===== src/rtl/pshd_pkg.sv =====
package pshd_pkg;
  typedef enum logic [1:0] {
    PM_ALL    = 2'b00,
    PM_DIRECT = 2'b01,
    PM_INVERT = 2'b10,
    PM_SINGLE = 2'b11
  } pmode_e;
endpackage


===== src/rtl/pshd_rst_sync.sv =====
module pshd_rst_sync #(
  parameter int STAGES = 2
) (
  input  logic clk,
  input  logic rst_n,
  output logic rst_sync_n
);
  logic [STAGES-1:0] chain_q;
  logic [STAGES-1:0] chain_d;

  always_comb begin
    chain_d = {chain_q[STAGES-2:0], 1'b1};
  end

  always_ff @(posedge clk or negedge rst_n) begin
    if (!rst_n) chain_q <= '0;
    else        chain_q <= chain_d;
  end

  assign rst_sync_n = chain_q[STAGES-1];
endmodule


===== src/rtl/pshd_mask_decode.sv =====
module pshd_mask_decode
  import pshd_pkg::*;
#(
  parameter int LANES = 8,
  parameter int REG_W = 16
) (
  input  pmode_e             mode,
  input  logic [REG_W-1:0]   pred,
  output logic [LANES-1:0]   mask,
  output logic               range_err
);
  logic [LANES-1:0] onehot;
  logic             in_range;

  // binary-to-unary decode, one comparator per lane
  for (genvar g = 0; g < LANES; g++) begin : g_lane
    localparam logic [REG_W-1:0] LANE_IDX = REG_W'(g);
    assign onehot[g] = (pred == LANE_IDX);
  end

  assign in_range = |onehot;

  always_comb begin
    mask      = '0;
    range_err = 1'b0;
    unique case (mode)
      PM_ALL:    mask = '1;
      PM_DIRECT: mask = pred[LANES-1:0];
      PM_INVERT: mask = ~pred[LANES-1:0];
      PM_SINGLE: begin
        mask      = onehot;
        range_err = ~in_range;
      end
      default:   mask = '0;
    endcase
  end
endmodule


===== src/rtl/pshd_vl_limit.sv =====
module pshd_vl_limit #(
  parameter int LANES = 8,
  parameter int VL_W  = $clog2(LANES + 1)
) (
  input  logic [VL_W-1:0]  vl,
  output logic [LANES-1:0] active
);
  // thermometer: lane g is live while g < vl (vl above LANES saturates)
  for (genvar g = 0; g < LANES; g++) begin : g_lane
    localparam logic [VL_W-1:0] LANE_IDX = VL_W'(g);
    assign active[g] = (vl > LANE_IDX);
  end
endmodule


===== src/rtl/pshd_resolve.sv =====
module pshd_resolve #(
  parameter int LANES = 8
) (
  input  logic             clk,
  input  logic             rst_n,
  input  logic             strobe,
  input  logic [LANES-1:0] grant,
  input  logic             err,
  output logic [LANES-1:0] ok,
  output logic [LANES-1:0] cancel,
  output logic             err_pulse
);
  logic             fire_q, fire_d;
  logic [LANES-1:0] grant_q, grant_d;
  logic             err_q, err_d;

  always_comb begin
    fire_d  = strobe;
    grant_d = grant_q;
    err_d   = err_q;
    if (strobe) begin
      grant_d = grant;
      err_d   = err;
    end
  end

  always_ff @(posedge clk or negedge rst_n) begin
    if (!rst_n) begin
      fire_q  <= 1'b0;
      grant_q <= '0;
      err_q   <= 1'b0;
    end else begin
      fire_q  <= fire_d;
      grant_q <= grant_d;
      err_q   <= err_d;
    end
  end

  assign ok        = {LANES{fire_q}} & grant_q;
  assign cancel    = {LANES{fire_q}} & ~grant_q;
  assign err_pulse = fire_q & err_q;
endmodule


===== src/rtl/pred_shadow_unit.sv =====
module pred_shadow_unit
  import pshd_pkg::*;
#(
  parameter int LANES = 8,
  parameter int REG_W = 16,
  parameter int VL_W  = $clog2(LANES + 1)
) (
  input  logic             clk,
  input  logic             rst_n,
  input  logic [1:0]       mode_i,
  input  logic [REG_W-1:0] pred_i,
  input  logic             pred_vld_i,
  input  logic [VL_W-1:0]  vl_i,
  output logic [LANES-1:0] shadow_ok_o,
  output logic [LANES-1:0] shadow_cancel_o,
  output logic             range_err_o
);
  logic             rst_sync_n;
  logic [LANES-1:0] pred_mask;
  logic [LANES-1:0] live_lanes;
  logic [LANES-1:0] grant;
  logic             dec_err;
  pmode_e           mode;

  assign mode = pmode_e'(mode_i);

  pshd_rst_sync #(.STAGES(2)) u_rst (
    .clk(clk), .rst_n(rst_n), .rst_sync_n(rst_sync_n)
  );

  pshd_mask_decode #(.LANES(LANES), .REG_W(REG_W)) u_dec (
    .mode(mode), .pred(pred_i), .mask(pred_mask), .range_err(dec_err)
  );

  pshd_vl_limit #(.LANES(LANES), .VL_W(VL_W)) u_vl (
    .vl(vl_i), .active(live_lanes)
  );

  assign grant = pred_mask & live_lanes;

  pshd_resolve #(.LANES(LANES)) u_res (
    .clk(clk), .rst_n(rst_sync_n), .strobe(pred_vld_i),
    .grant(grant), .err(dec_err),
    .ok(shadow_ok_o), .cancel(shadow_cancel_o), .err_pulse(range_err_o)
  );
endmodule


===== config.mk =====
export PLATFORM = sky130hd
export DESIGN_NAME = pred_shadow_unit
export DESIGN_NICKNAME = d
export VERILOG_FILES = /design/src/rtl/pshd_pkg.sv /design/src/rtl/pshd_rst_sync.sv /design/src/rtl/pshd_mask_decode.sv /design/src/rtl/pshd_vl_limit.sv /design/src/rtl/pshd_resolve.sv /design/src/rtl/pred_shadow_unit.sv
export SDC_FILE = /design/constraint.sdc
export NUM_CORES = 1
export LEC_CHECK = 0
export BUFFER_PORTS_ARGS = -buffer_cell sky130_fd_sc_hd__buf_4
export CELL_PAD_IN_SITES_DETAIL_PLACEMENT = 1
export CELL_PAD_IN_SITES_GLOBAL_PLACEMENT = 1
export CORE_MARGIN = 4
export CORE_UTILIZATION = 34
export CTS_CLUSTER_DIAMETER = 150
export DETAILED_ROUTE_END_ITERATION = 8
export PLACE_DENSITY = 0.89
export RECOVER_POWER = 50
export SLEW_MARGIN = 20
export SYNTH_ARGS = -nofsm -noshare
export SYNTH_HDL_FRONTEND = slang
export SYNTH_SLANG_ARGS = --single-unit

===== constraint.sdc =====
create_clock -name clk -period 2.4 [get_ports clk]
set_clock_uncertainty 0.15 [all_clocks]
set_input_delay 0.12 -clock clk [delete_from_list [all_inputs] [get_ports clk]]
set_output_delay 0.12 -clock clk [all_outputs]
set_load 0.02 [all_outputs]

==> flow_metrics.py <==
metrics = {
    "detailed_routing": {
        "top_layer": "met4",
        "wl_met3_um": 156,
        "dr_wl_met2_um": 1370,
        "via_count": 903,
        "drt-pass1-iter-count": 4,
        "drt-met1-wl_um": 1010,
        "initialDrtViolationCount": 16,
        "detail-route-antenna-nets": 0,
        "wl_per_cell_um": 15.4,
        "drt_wl_total_um": 2600,
        "detail_route.vias_per_cell": 5.34,
        "drc": 0,
    },
    "cts": {
        "path_clk_slew_ps": 90,
        "root_buffer": "clkbuf_4",
        "cts.htree.levels": 1,
        "cts_resized": 0,
        "clock_sinks": 12,
        "clkLatencyLatePin_ps": 260,
        "cts_tree": "done",
        "post_cts_buffers": 0,
        "clk_path_buf_depth": 2,
        "hold_buffers": 3,
        "numCtsBuffers": 3,
    },
    "setup_path": {
        "reg2reg_slack_ps": 1430,
        "timing.rr.start": "u_res.grant_q[1]",
        "critical_path_arrival_ps": 1570,
        "worstSetupPathType": "in -> reg",
        "end_kind": "flip-flop",
        "crit_path_max_fanout": 4,
        "worstPathRequired_ps": 2430,
        "startpoint_type": "input pin",
        "r2r_end": "u_res.grant_q[1]",
        "reg2reg_depth": 2,
    },
    "floorplan": {
        "dieArea_um2": 3430,
        "row_count": 18,
        "die_height_um": 58.5,
        "coreArea_um2": 2450,
        "start_util_pct": 35.4,
        "die_w_um": 58.5,
        "num_io_pins": 42,
    },
    "global_routing": {
        "grt_max_degree": 25,
        "grt_usage_pct": 16.5,
        "grt_overflow": 0,
        "first_global_vias": 958,
        "antenna_found_initial": 0,
        "grt_pass1_wl_um": 4400,
    },
    "power": {
        "leakagePower_nw": 0.558,
        "power.total_uw": 592,
        "ir_worst_vdd_mv": 0.310,
        "p_per_area_nw_per_um2": 474,
    },
    "logic_synthesis": {
        "syn_inst": 96,
        "synth_common_cells": "12 x dfrtp_1, 9 x and2_1, 8 x nor2b_1",
        "syn_avg_cell_area_um2": 9.05,
        "syn-num-nets": 121,
        "synth_top_area_share_pct": 34.6,
        "yosysUniqueCellTypes": 26,
        "synthArstFlopShare_pct": 100,
        "yosysWarnings": 0,
        "synth_area_leaders": "dfrtp_1 35%, mux2_2 7.8%, and2_1 6.5%, nor2b_1 5.8%, nor4_4 4.9%",
        "yosys_most_used_dff": "dfrtp_1",
        "synth_top_area_cell": "dfrtp_1",
        "yosysSeqAreaShare_pct": 34.6,
        "synth_edf_count": 0,
        "synth_area_um2": 868,
        "synth-seq-cells": 12,
        "yosysMostFrequentCell": "dfrtp_1",
    },
    "cells_and_area": {
        "drive_above_1_share_pct": 40.3,
        "final_nets": 165,
        "fin_util_pct": 50.9,
        "fin_area_um2": 1250,
        "area_growth_pct": 43.9,
        "diodes": 0,
    },
    "flow_run": {
        "drv_cap": 0,
    },
    "timing": {
        "max_freq_mhz": 646,
        "rsz0062_at_grt": "no",
        "period_share_pct": 64.5,
        "hold_violations": 0,
        "final.setup.tns_ps": 0,
        "finalMaxSlewViolations": 0,
        "setup_viol": 0,
        "fin_crit_ps": 1550,
    },
    "place": {
        "io_buffers": 41,
        "placed_area_um2": 1190,
        "hpwlAfterDp_um": 2100,
        "gp_congestion": 0.767,
    },
    "hold_path": {
        "whs_endpoint": "u_res.grant_q[0]",
        "hold_path.class": "in -> reg",
        "hp-start": "vl_i[0]",
        "min_path_cells": 3,
    },
    "outcome": {
        "outcome": "completed",
    },
}
==> cell type report <==
class	count	area, um2
fillers	312	1200
multi-input cells	75	531
repair buffers	44	330
flip-flops and latches	12	300
well taps	30	37.5
clock buffers	4	36.3
inverters	4	15.0
==> through the flow <==
step	setup WS, ps	hold WS [ps]	cells
after global placement	639	-248	162
after floorplan	844	-326	96
final	851	0.659	169
after global routing	728	6.04	169
after CTS	851	0.561	169
after detailed placement	593	-247	162
==> report_power, final <==
part / internal (mW) / switching, mW / leakage [nW]
Sequential: 0.221 / 0.0197 / 0.145
Clock: 0.0920 / 0.0726 / 0.0210
Combinational: 0.0925 / 0.0945 / 0.392
==> sequential cells by signal, indices dropped and copies added (netlist names) <==
name           count
u_res.fire_q       1
u_rst.chain_q      2
u_res.grant_q      8
u_res.err_q        1
==> routing by layer <==
layer,vias to the layer above,GRT usage (%)
li1,430,-
met1,430,19.3
met2,35,29.3
met3,8,2.19
met4,0,8.28
met5,-,0
==> worst max path at each step <==
| stage | from | endpoint | slack (ps) |
|---|---|---|---|
| floorplan | pred_i[13] | u_res.grant_q[0] | 840 |
| global placement | pred_i[13] | u_res.grant_q[0] | 640 |
| detailed placement | pred_i[13] | u_res.grant_q[1] | 590 |
| CTS | pred_i[13] | u_res.grant_q[1] | 850 |
| global route | pred_vld_i | u_res.grant_q[2] | 730 |
| finish | pred_i[4] | u_res.grant_q[5] | 850 |
==> cells by family (layout without fill, tap and decap cells) <==
| family | count (synthesis) | after routing | share of synthesized area, % |
|---|---|---|---|
| other | 1 | 1 | 0.432 |
| buffers and inverters | 9 | 52 | 3.89 |
| flip-flops | 12 | 12 | 34.6 |
| AO/OA/AOI/OAI | 21 | 21 | 16.3 |
| multiplexers | 9 | 9 | 11.2 |
| AND/OR/NAND/NOR | 44 | 44 | 33.6 |
==> cell usage in the layout, fill, tap and decap left out, drive strengths merged <==
cell         instances
a22oi                2
a311oi               1
nand3                1
nor4                 2
a41oi                1
buf                 39
dlygate4sd3          3
nor2b                8
mux2i                3
nor3                 3
or4                  3
and2                 9
mux2                 6
clkbuf               6
nor4b                1
dfrtp               12
a21oi                6
nand4                1
nor2                 7
nand3b               2
o22ai                3
o21ai                3
nand2                7
inv                  4
conb                 1
a31oi                2
a211oi               3
==> critical path: stages <==
cell,delay (ps)
buf_4,110
or4_1,650
nor4b_2,370
a21oi_1,130
a211oi_1,190
Power figures use the tool's default switching activity.
